--- config.mk ---
export PLATFORM = sky130hd
export DESIGN_NAME = dma_coh_ctl
export DESIGN_NICKNAME = d
export VERILOG_FILES = /design/src/rtl/dma_coh_pkg.sv /design/src/rtl/dma_out_chan.sv /design/src/rtl/dma_ack_tracker.sv /design/src/rtl/dma_coh_ctl.sv
export SDC_FILE = /design/constraint.sdc
export NUM_CORES = 1
export LEC_CHECK = 0
export BUFFER_PORTS_ARGS = -buffer_cell sky130_fd_sc_hd__buf_4
export CAP_MARGIN = 10
export CORE_MARGIN = 2
export CORE_UTILIZATION = 52
export CTS_BUF_LIST = sky130_fd_sc_hd__clkbuf_8
export CTS_CLUSTER_SIZE = 25
export DETAILED_ROUTE_END_ITERATION = 8
export MAX_ROUTING_LAYER = met4
export PLACE_DENSITY_LB_ADDON = 0.05
export SYNTH_ARGS = -nofsm -noshare
export SYNTH_HDL_FRONTEND = slang
export SYNTH_SLANG_ARGS = --single-unit
--- constraint.sdc ---
create_clock -name clk -period 2.75 [get_ports clk]
set_clock_uncertainty 0.15 [all_clocks]
set_input_delay 0.55 -clock clk [delete_from_list [all_inputs] [get_ports clk]]
set_output_delay 0.55 -clock clk [all_outputs]
set_load 0.01 [all_outputs]
--- src/rtl/dma_coh_pkg.sv ---
package dma_coh_pkg;
  typedef enum logic [1:0] {ST_IDLE = 2'd0, ST_RD = 2'd1, ST_WR = 2'd2} dma_st_e;
  typedef enum logic [2:0] {EV_NONE, EV_DATA, EV_INV, EV_WRACK, EV_BAD} dma_ev_e;

  localparam logic [2:0] RSP_DATA      = 3'd0;
  localparam logic [2:0] RSP_DATA_EXCL = 3'd1;
  localparam logic [2:0] RSP_INV_ACK   = 3'd2;
  localparam logic [2:0] RSP_WR_ACK    = 3'd3;

  function automatic dma_ev_e decode_rsp(input logic [2:0] t);
    case (t)
      RSP_DATA, RSP_DATA_EXCL: return EV_DATA;
      RSP_INV_ACK:             return EV_INV;
      RSP_WR_ACK:              return EV_WRACK;
      default:                 return EV_BAD;
    endcase
  endfunction
endpackage

--- src/rtl/dma_out_chan.sv ---
module dma_out_chan #(
  parameter int W   = 8,
  parameter int LAT = 14
) (
  input  logic         clk,
  input  logic         rst_n,
  input  logic         load,
  input  logic [W-1:0] load_msg,
  output logic         busy,
  output logic         out_valid,
  input  logic         out_ready,
  output logic [W-1:0] out_msg
);
  localparam int CW = (LAT < 2) ? 1 : $clog2(LAT);

  logic          full_q;
  logic [CW-1:0] wait_q;
  logic [W-1:0]  msg_q;

  always_ff @(posedge clk) begin
    if (!rst_n) begin
      full_q <= 1'b0;
      wait_q <= '0;
      msg_q  <= '0;
    end else if (load) begin
      full_q <= 1'b1;
      wait_q <= CW'(LAT - 1);
      msg_q  <= load_msg;
    end else if (full_q && wait_q != '0) begin
      wait_q <= wait_q - 1'b1;
    end else if (out_valid && out_ready) begin
      full_q <= 1'b0;
    end
  end

  assign busy      = full_q;
  assign out_valid = full_q && (wait_q == '0);
  assign out_msg   = msg_q;
endmodule

--- src/rtl/dma_ack_tracker.sv ---
module dma_ack_tracker #(
  parameter int ACK_W = 8
) (
  input  logic                    clk,
  input  logic                    rst_n,
  input  logic                    clear,
  input  logic                    upd,
  input  logic signed [ACK_W-1:0] ack_in,
  input  logic                    fire,
  output logic                    trig_pend,
  output logic                    hit_zero
);
  function automatic logic signed [ACK_W-1:0] ack_next(
    input logic signed [ACK_W-1:0] cur,
    input logic signed [ACK_W-1:0] delta);
    return cur - delta;
  endfunction

  logic signed [ACK_W-1:0] cnt_q;
  logic signed [ACK_W-1:0] cnt_nxt;

  assign cnt_nxt  = ack_next(cnt_q, ack_in);
  assign hit_zero = upd && (cnt_nxt == '0);

  always_ff @(posedge clk) begin
    if (!rst_n) begin
      cnt_q     <= '0;
      trig_pend <= 1'b0;
    end else begin
      if (clear)    cnt_q <= '0;
      else if (upd) cnt_q <= cnt_nxt;
      if (hit_zero)  trig_pend <= 1'b1;
      else if (fire) trig_pend <= 1'b0;
    end
  end
endmodule

--- src/rtl/dma_coh_ctl.sv ---
module dma_coh_ctl
  import dma_coh_pkg::*;
#(
  parameter int ADDR_W    = 32,
  parameter int DATA_W    = 64,
  parameter int LEN_W     = 8,
  parameter int ACK_W     = 8,
  parameter int LAT       = 14,
  parameter int LINE_BITS = 6
) (
  input  logic                    clk,
  input  logic                    rst_n,
  input  logic                    seq_valid,
  output logic                    seq_ready,
  input  logic                    seq_is_store,
  input  logic [ADDR_W-1:0]       seq_addr,
  input  logic [DATA_W-1:0]       seq_data,
  input  logic [LEN_W-1:0]        seq_len,
  output logic                    dreq_valid,
  input  logic                    dreq_ready,
  output logic                    dreq_is_write,
  output logic [ADDR_W-1:0]       dreq_addr,
  output logic [DATA_W-1:0]       dreq_data,
  output logic [LEN_W-1:0]        dreq_len,
  input  logic                    rsp_valid,
  output logic                    rsp_ready,
  input  logic [2:0]              rsp_type,
  input  logic signed [ACK_W-1:0] rsp_acks,
  input  logic [DATA_W-1:0]       rsp_data,
  output logic                    unblk_valid,
  input  logic                    unblk_ready,
  output logic [ADDR_W-1:0]       unblk_addr,
  output logic                    rd_done,
  output logic [DATA_W-1:0]       rd_data,
  output logic                    wr_done,
  output logic                    err
);
  localparam int REQ_W = 1 + ADDR_W + DATA_W + LEN_W;

  function automatic logic [ADDR_W-1:0] line_of(input logic [ADDR_W-1:0] a);
    return (a >> LINE_BITS) << LINE_BITS;
  endfunction

  dma_st_e           st_q;
  logic [ADDR_W-1:0] line_q;
  logic [DATA_W-1:0] blk_q;
  logic              err_q, rd_done_q, wr_done_q;
  logic [DATA_W-1:0] rd_data_q;

  // named internal events
  logic    req_busy, ub_busy, trig_pend, ack_zero;
  logic    seq_fire, rsp_fire, serve_rd, serve_wr, trig_fire;
  logic    ev_data_ok, ack_upd, ev_bad;
  dma_ev_e ev;
  logic [REQ_W-1:0] req_msg;

  assign seq_ready = (st_q == ST_IDLE) && !req_busy;
  assign seq_fire  = seq_valid && seq_ready;
  assign rsp_ready = !trig_pend && !((st_q == ST_IDLE) && seq_valid);
  assign rsp_fire  = rsp_valid && rsp_ready;
  assign ev        = rsp_fire ? decode_rsp(rsp_type) : EV_NONE;

  assign serve_rd   = trig_pend && (st_q == ST_RD);
  assign serve_wr   = trig_pend && (st_q == ST_WR) && !ub_busy;
  assign trig_fire  = serve_rd || serve_wr;
  assign ev_data_ok = (ev == EV_DATA) && (st_q == ST_RD);
  assign ack_upd    = ((ev == EV_INV) && (st_q != ST_IDLE)) ||
                      ((ev == EV_WRACK) && (st_q == ST_WR));
  assign ev_bad     = rsp_fire && !ev_data_ok && !ack_upd;

  dma_ack_tracker #(.ACK_W(ACK_W)) u_acks (
    .clk(clk), .rst_n(rst_n), .clear(seq_fire), .upd(ack_upd),
    .ack_in(rsp_acks), .fire(trig_fire), .trig_pend(trig_pend), .hit_zero(ack_zero)
  );

  dma_out_chan #(.W(REQ_W), .LAT(LAT)) u_req_chan (
    .clk(clk), .rst_n(rst_n), .load(seq_fire),
    .load_msg({seq_is_store, seq_addr, seq_data, seq_len}),
    .busy(req_busy), .out_valid(dreq_valid), .out_ready(dreq_ready), .out_msg(req_msg)
  );
  assign {dreq_is_write, dreq_addr, dreq_data, dreq_len} = req_msg;

  dma_out_chan #(.W(ADDR_W), .LAT(LAT)) u_ub_chan (
    .clk(clk), .rst_n(rst_n), .load(serve_wr), .load_msg(line_q),
    .busy(ub_busy), .out_valid(unblk_valid), .out_ready(unblk_ready), .out_msg(unblk_addr)
  );

  always_ff @(posedge clk) begin
    if (!rst_n) begin
      st_q      <= ST_IDLE;
      line_q    <= '0;
      blk_q     <= '0;
      err_q     <= 1'b0;
      rd_done_q <= 1'b0;
      wr_done_q <= 1'b0;
      rd_data_q <= '0;
    end else begin
      rd_done_q <= ev_data_ok || serve_rd;
      wr_done_q <= serve_wr;
      if (ev_bad) err_q <= 1'b1;
      if (ev_data_ok) begin
        rd_data_q <= rsp_data;
        blk_q     <= rsp_data;
      end else if (serve_rd) begin
        rd_data_q <= blk_q;
      end
      case (st_q)
        ST_IDLE: if (seq_fire) begin
          st_q   <= seq_is_store ? ST_WR : ST_RD;
          line_q <= line_of(seq_addr);
          blk_q  <= '0;
        end
        ST_RD: if (ev_data_ok || serve_rd) st_q <= ST_IDLE;
        ST_WR: if (serve_wr) st_q <= ST_IDLE;
        default: st_q <= ST_IDLE;
      endcase
    end
  end

  assign rd_done = rd_done_q;
  assign rd_data = rd_data_q;
  assign wr_done = wr_done_q;
  assign err     = err_q;
endmodule

Word-level counts from Yosys, hierarchy flattened. Cells that the tools add are included.

$add $sub $neg: 3. Multiply operators: 0. Divide/modulo/power cells: 0. $lt $le $gt $ge: 0. Equal/unequal tests: 13. Shifts and indexed selects: 0. Multiplexer cells: 24. Bitwise gates (word level): 1. Reduce and logical (&&, ||, !) cells: 50.

Operators with widths (count): two-way mux 64 bit (5); logical AND 1 bit (20); two-way mux 4 bit (4); nonzero test 2 bit (7); equality test 3 x 2 -> 1 bit, second input constant (4); one-hot mux 3 bit (3 select lines) (1); logical NOT 4 bit (2); logical NOT 8 bit (1); two-way mux 1 bit (8); two-way mux 2 bit (4); inequality test 2 bit, second input constant (4); nonzero test 4 bit (2); subtractor 4 x 1 -> 4 bit, second input constant (2); subtractor 8 bit (1); equality test 3 x 1 -> 1 bit, second input constant (2); logical NOT 1 bit (6); one-hot mux 2 bit (3 select lines) (1); AND reduction 2 bit (3); OR reduction 2 bit (3); logical NOT 3 bit (1); logical OR 1 bit (3); two-way mux 3 bit (1); AND reduction 3 bit (1); equality test 2 x 1 -> 1 bit, second input constant (1); other kinds (4) (4).

Flip-flop bits (word level): 309. Bits in latches: 0. Bits in writable memories: 0. ROM bits: 0. Input port bits: 186. Output and inout bits: 208. Logic and storage cells: 108. Memories: 0.

Depth between registers and ports, before layout. Gate-level depths: netlist of run 1.

Depth after elaboration: 11. Mapped depth: 9. Gate-level depth less buffers: 9.

Hierarchy. A second synthesis of run 1 with hierarchy kept.

Cell total of the unflattened synthesis: 1394. Area, all modules: 12602.1 um^2.

Modules (own cells, without submodules): dma_coh_ctl (times used 1, cells each 809, area each 6595.1 um^2, seq. area each 3183.1 um^2); dma_out_chan at u_req_chan (times used 1, cells each 368, area each 3908.7 um^2, seq. area each 2202.1 um^2); dma_out_chan at u_ub_chan (times used 1, cells each 133, area each 1373.8 um^2, seq. area each 740.7 um^2); dma_ack_tracker (times used 1, cells each 84, area each 724.4 um^2, seq. area each 180.2 um^2).

Worst setup path before layout of run 1. OpenSTA, ideal clock, no wires.

Path type: input to register. Start: input port rsp_acks[0]. End: register u_acks.trig_pend. Library setup time: 0.087 ns. Arrival time: 2.002 ns. Required time: 2.513 ns. Path slack: 0.511 ns. Stages on the path: 8. Buffers on the path: 0. Cell sequence: ha_1 > inv_1 > fa_1 > a211oi_1 > nor2_1 > xnor2_1 > o2111ai_1 > o31ai_1.

Cells in the longest elaborated chain, start to end: 4. Elaborated cells on any way between the ends: 5. Classes of those cells: add/sub (1); mux (1); reduce/logical (3).

RTL lines: start: declaration (line dma_coh_ctl.sv:28) `input logic signed [ACK_W-1:0] rsp_acks,`; subtractor 8 bit (*) (line dma_ack_tracker.sv:16) `return cur - delta;`; logical NOT 8 bit (*) (line dma_ack_tracker.sv:23) `assign hit_zero = upd && (cnt_nxt == '0);`; logical AND 1 bit (*) (line dma_ack_tracker.sv:23); two-way mux 1 bit or nonzero test 2 bit (tied branches); end signal: assignment (line dma_ack_tracker.sv:28) `trig_pend <= 1'b0;`; end signal: assignment (line dma_ack_tracker.sv:32) `if (hit_zero) trig_pend <= 1'b1;`; end signal: assignment (line dma_ack_tracker.sv:33) `else if (fire) trig_pend <= 1'b0;`; end: declaration (line dma_ack_tracker.sv:10) `output logic trig_pend,`.

Every way passes the cells marked *; elsewhere a longest branch is shown, timed or not. A chain may end at the register's enable or synchronous reset.

Worst setup path in the final report of run 1.
Start: register u_ub_chan.wait_q[0]. End: output port unblk_valid.

Cells in the longest elaborated chain, start to end: 2.

RTL lines: start: declaration (line dma_out_chan.sv:17) `logic [CW-1:0] wait_q;`; start signal: assignment (line dma_out_chan.sv:27) `wait_q <= CW'(LAT - 1);`; start signal: assignment (line dma_out_chan.sv:30) `wait_q <= wait_q - 1'b1;`; logical NOT 4 bit (line dma_out_chan.sv:37) `assign out_valid = full_q && (wait_q == '0);`; logical AND 1 bit (line dma_out_chan.sv:37); end: declaration (line dma_coh_ctl.sv:30) `output logic unblk_valid,`.

No other way between the ends.

==> metrics.cfg, run 1 <==
[detailed_routing]
wire_per_inst_um=16.0
dr.pass1.iters=5
drc=0
wl_um=31000
via_per_inst=5.07
ant_nets=0
wl_met2_um=14700
wl_met1_um=13100
dr.max_layer_used=met4
vias=9815
dr_wl_met3_um=2360
drt_iter0_markers=521

[power]
p_per_area_nw_per_um2=644
p_leak_uw=0.00739
internal_power_uw=7560
p_seq_share_pct=47.5
power_switching_share_pct=25.5
power_frac_comb_pct=13.5
peakVddDrop_uv=499
power_switching_uw=2590
pwr-share-clk_pct=38.9

[critical_path]
path_depth=5
rr_endpoint=u_acks.trig_pend
crit_fanout=4
crit_chain=inv_1 -> ha_1 -> inv_1 -> nor4b_1 -> buf_4
r2r_setup_slack_ps=440
max_stage_delay_ps=330
reg2reg_depth=9
cp_num_buf_inv=3
cp.arrival_ps=1650
critPathCaptureType=output pin
crit_family=buffers and inverters
reg2reg_from=u_acks.cnt_q[0]
worstSetupPathType=register to output pin
cp_slowest_cell=dfxtp_1
crit_top_cell=inv_1
start_kind=register
crit_required_ps=2050

[timing]
setup_viol=0
min_period_ps=2350
holdWs_ps=96.4
finalSetupTns_ps=0
hold_viol=0
max-slew-margin-rel_pct=55.9
finalMaxSlewViolations=0
post-route-period-util_pct=85.4
clock.fmax_mhz=426
rsz0062_at_grt=no
tightest_slew_ps=662

[clock_tree]
post_cts_resized=0
cts_max_level=2
cts_buffers=49
cts_buffer_depth=3
clock-sinks=309
cts_tree=yes
cts_root_buf=clkbuf_8
clk_latency_ps=550
cts_hold_buf=0
cts_setup_buffers=0
path_clk_slew_ps=60

[finish]
multi_input_area_um2=4970
diodes=0
synthToLayoutAreaGrowth_pct=35.5
fin_nets=1818
fillerInstances=1753
drive_above_1_share_pct=29.3
final_cells=1937
register_area_um2=6190

[floorplanning]
dieHeight_um=154
rows=54
io_pins=394
initial_core_util_pct=53.1
die_x_um=154
core_um2=21900
dieArea_um2=23600

[placed_design]
portBuffers=387
hpwlAfterDp_um=21000
dpl.cell_count=1849
gp_congestion=0.886

[logic_synthesis]
netlist_area_um2=11600
synth_edf_count=0
synth_top_area_share_pct=53.2
synthFlopType=dfxtp_1
async_flop_share_pct=0
syn_avg_cell_area_um2=9.26
ys_types=48
ys_ff_latch=309
yosysWarnings=0
synth_top_area_cell=dfxtp_1
synth_area_leaders=dfxtp_1 (53%), nand2_1 (12%), a21boi_0 (9.7%), mux2i_1 (5.6%), o211a_1 (5.5%)
ys_seq_area_share_pct=53.2
synth_cells=1256

[run]
maxCapViolations=0

[global_route]
grt_max_degree=136
gr-total-overflow=0
grt_first_pass_wirelength_um=48100
first_global_vias=9247
antenna_found_initial=0
track_usage_pct=25.7

[hold_path]
hold_depth=3
hold_class=input port to register
hold_path.startpoint=seq_data[48]
min_to=u_req_chan.out_msg[56]

[status]
status=finished clean

==> synthesized netlist by cell type (all sizes together), types with 2 or more instances <==
library cell and number:
a211o 2, a211oi 5, a21boi 163, a21oi 15
a31oi 2, and2 3, and3 2, and3b 3
buf 39, clkbuf 56, dfxtp 309, ha 11
inv 16, mux2i 65, nand2 368, nand2b 2
nor2 84, nor2b 5, nor3 3, o211a 64
o211ai 2, o21a 4, o21ai 5, o31a 3
o31ai 2, or3 2, or4b 2, xnor2 4
xor2 3
==> how the worst max path moves through the flow <==
stage,startpoint,endpoint
global route,u_ub_chan.wait_q[1],unblk_valid
floorplan,rsp_acks[0],u_acks.trig_pend
detailed placement,rsp_type[1],rd_data[40]
CTS,u_ub_chan.wait_q[0],unblk_valid
finish,u_ub_chan.wait_q[0],unblk_valid
global placement,rsp_type[1],rd_data[56]
==> area by class of cell <==
| class | instances | share of cell area, % |
|---|---|---|
| Clock buffer | 69 | 6.03 |
| Timing Repair Buffer | 403 | 20.0 |
| Tap cell | 280 | 2.22 |
| Sequential cell | 309 | 39.3 |
| Multi-Input combinational cell | 841 | 31.6 |
| Clock inverter | 19 | 0.532 |
| Inverter | 16 | 0.381 |
==> stage by stage <==
step / setup WS, ps / utilization (%) / cell area (um^2) / power, uW
floorplan: 511 / - / 11600 / 5610
global placement: 262 / 67.3 / 14700 / 6280
detailed placement: 202 / 67.3 / 14700 / 6310
CTS: 355 / 72.0 / 15800 / 10300
global route: 239 / 72.0 / 15800 / 10600
finish: 403 / 72.0 / 15800 / 10200
==> cells by family after synthesis <==
logic type | Yosys count | synth area share [%]
AOI/OAI and AO/OA | 271 | 18.6
xor gates and xnor gates | 7 | 0.527
adders and majority gates | 12 | 1.36
buffers and inverters | 111 | 4.42
DFF | 309 | 53.2
muxes | 65 | 5.59
other | 1 | 0.0322
and+or+nand+nor | 480 | 16.3
==> flip-flops by register name (all words and copies together), names as in the netlist <==
register / cells
blk_q: 64
err: 1
line_q: 26
rd_data: 64
rd_done: 1
st_q: 2
u_acks.cnt_q: 8
u_acks.trig_pend: 1
u_req_chan.busy: 1
u_req_chan.out_msg: 105
u_req_chan.wait_q: 4
u_ub_chan.busy: 1
u_ub_chan.out_msg: 26
u_ub_chan.wait_q: 4
wr_done: 1
==> cells in the final DEF (no fill, tap or decap), drive strengths merged, types with 3 or more instances in the layout <==
| master | Yosys | final |
|---|---|---|
| nand2 | 368 | 368 |
| a21oi | 15 | 15 |
| o211a | 64 | 64 |
| a21boi | 163 | 163 |
| o21ai | 5 | 5 |
| xnor2 | 4 | 4 |
| conb | 1 | 6 |
| dfxtp | 309 | 309 |
| buf | 39 | 403 |
| clkbuf | 56 | 69 |
| o31a | 3 | 3 |
| nor3 | 3 | 3 |
| xor2 | 3 | 3 |
| nor2b | 5 | 5 |
| a211oi | 5 | 5 |
| nor2 | 84 | 84 |
| clkinv | 0 | 4 |
| and2 | 3 | 3 |
| and3b | 3 | 3 |
| ha | 11 | 11 |
| o21a | 4 | 4 |
| inv | 16 | 29 |
| mux2i | 65 | 65 |
==> tightest hold or removal path, delay by kind of cell <==
kind	cells	cell delay [ps]
buf+inv	1	110
compound gates	1	50
simple gates	1	40
==> metal layers <==
metal,vias up,global-route usage [%]
met4,0,7.78
met3,50,6.62
met1,4522,31.9
met5,-,-
li1,4910,-
met2,333,41.4
==> power by group through the flow <==
stage	Sequential, uW	Combinational [uW]	Clock (uW)
2_1_floorplan	4990	618	0
3_3_place_gp	4920	1370	0
3_5_place_dp	4920	1390	0
4_1_cts	4830	1390	4050
5_1_grt	4850	1510	4260
6_report	4830	1380	3950
No activity file was read; power rests on OpenSTA's default activity.
==> run 2: changes to the inputs <==
- ABC_AREA: default -> 1
==> run 2 against run 1 <==
Register-to-register slack improved by 260 ps. Critical path depth did not move. Core utilization fell by 1.4 points. Synthesized cell count rose by 28%. Sequential power barely moved. Die area rose by 2.0%. First-iteration DRC count rose by 22%. Highest routed layer unchanged.
==> metrics.cfg, run 2 <==
[global_route]
grt_max_degree=102
gr-total-overflow=0
first_global_vias=10600
track_usage_pct=27.2
grt_first_pass_wirelength_um=52300
antenna_found_initial=0

[clock_tree]
cts_tree=yes
clk_latency_ps=580
post_cts_resized=0
path_clk_slew_ps=60
cts_buffer_depth=3
cts_max_level=2
cts_buffers=50
cts_root_buf=clkbuf_8
cts_hold_buf=0
cts_setup_buffers=0
clock-sinks=309

[critical_path]
reg2reg_depth=8
r2r_setup_slack_ps=700
start_kind=register
cp.arrival_ps=1520
cp_slowest_cell=dfxtp_1
worstSetupPathType=register to output pin
crit_fanout=4
crit_chain=inv_1 -> ha_1 -> nand3_1 -> nor2_1 -> buf_4
rr_endpoint=line_q[26]
critPathCaptureType=output pin
max_stage_delay_ps=310
reg2reg_from=st_q[0]
worstSetupEndpoint=dreq_valid
crit_path_start=u_req_chan.wait_q[1]
crit_required_ps=2050

[timing]
fin_ws_ps=527
hold_viol=0
finalMaxSlewViolations=0
tightest_slew_ps=950
setup_viol=0
finalSetupTns_ps=0
holdWs_ps=76.5
clock.fmax_mhz=450
min_period_ps=2220
post-route-period-util_pct=80.8
rsz0062_at_grt=no
max-slew-margin-rel_pct=36.6

[logic_synthesis]
synthMostInstantiatedCell=nand2_1
synth_top_area_share_pct=52.1
synth_area_leaders=dfxtp_1 (52%), nand2_1 (16%), a21oi_1 (6.5%), o21ai_0 (5.4%), nor2_1 (4.8%)
synthFlopType=dfxtp_1
synth_edf_count=0
netlist_area_um2=11900
ys_ff_latch=309
synth_top_area_cell=dfxtp_1
ys_types=32
yosys-top-cells-count=nand2_1 (516), dfxtp_1 (309), a21oi_1 (155)
async_flop_share_pct=0
yosysWarnings=0
synth_cells=1605
syn_avg_cell_area_um2=7.40
ys_seq_area_share_pct=52.1

[detailed_routing]
drt_iter0_markers=635
dr.pass1.iters=5
vias=11300
via_per_inst=4.93
ant_nets=0
wire_per_inst_um=14.5
drc=0
wl_um=33200

[finish]
diodes=0
drive_above_1_share_pct=26.0
mostFrequentLayoutCells=nand2_1 (514), buf_4 (400), dfxtp_1 (309)
fin_nets=2165
final_area_um2=15900
synthToLayoutAreaGrowth_pct=33.8
fillerInstances=1907
mostFrequentLayoutCell=nand2_1
largest_register_ffs=105

[placed_design]
portBuffers=387
place_ws_ps=521
hpwlAfterDp_um=22400
gp_congestion=0.842
dpl-instance-area_um2=14800

[floorplanning]
dieArea_um2=24100
io_pins=394
die_x_um=155
initial_core_util_pct=52.8
rows=55
core_um2=22500
dieHeight_um=155

[power]
p_leak_uw=0.00803
p_per_area_nw_per_um2=641
power_switching_share_pct=26.5
p_seq_share_pct=47.2
power_frac_comb_pct=12.9
power_switching_uw=2700
peakVddDrop_uv=404
power_uw=10200
internal_power_uw=7490
pwr-share-clk_pct=39.9

[run]
maxCapViolations=0

[hold_path]
hold_class=input port to register

[status]
status=finished clean

## run 2: layer usage
layer	global-route usage (%)	part of all wire, %
met1	32.8	42
met3	6.77	7.5
met2	44.1	48
met4	10.5	3.5
met5	-	0
## run 2: worst min path at each step
| stage | from | cells past startpoint | slack (ps) | to |
|---|---|---|---|---|
| global placement | u_req_chan.out_msg[90] | 2 | 280 | u_req_chan.out_msg[90] |
| finish | seq_addr[31] | 3 | 80 | u_req_chan.out_msg[103] |
| floorplan | line_q[10] | 2 | 300 | u_ub_chan.out_msg[10] |
| global route | seq_data[0] | 3 | 50 | u_req_chan.out_msg[8] |
| detailed placement | u_req_chan.out_msg[79] | 2 | 290 | u_req_chan.out_msg[79] |
| CTS | seq_addr[18] | 3 | 40 | u_req_chan.out_msg[90] |
## run 2: layout make-up
type / count / area (um^2) / area share (%)
clock buffer: 65 / 895 / 5.63
clock inverter: 27 / 150 / 0.945
inverter: 139 / 522 / 3.29
multi-input combinational: 1063 / 4690 / 29.5
sequential: 309 / 6190 / 39.0
tap: 285 / 357 / 2.25
timing repair buffer: 404 / 3080 / 19.4
## run 2: cells by family after synthesis
kind of cell | Yosys count | synth area share (%)
other | 1 | 0.0316
XOR/XNOR | 2 | 0.148
AO/OA/AOI/OAI | 291 | 12.4
flip-flops | 309 | 52.1
buffers and inverters | 238 | 8.70
AND/OR/NAND/NOR | 752 | 25.3
adder cells (fa/ha/maj) | 12 | 1.33
## run 2: worst max-delay path: cells and delay by family, from the launching register on
family / cells / cell delay, ps
DFF: 1 / 310
buffers and inverters: 2 / 250
and+or+nand+nor: 2 / 220
adders and majority gates: 1 / 160
## run 2: metrics by stage
stage,instances,utilization [%]
3_3_place_gp,2200,65.9
5_1_grt,2292,70.6
6_report,2292,70.6
4_1_cts,2292,70.6
2_1_floorplan,1610,-
3_5_place_dp,2200,65.9
## run 2: power by group through the flow
stage	clock network (uW)	logic, uW	registers (uW)
detailed placement	0	1320	4900
CTS	4130	1320	4800
floorplan	0	588	4960
finish	4070	1310	4800
global placement	0	1310	4890
global route	4340	1450	4820
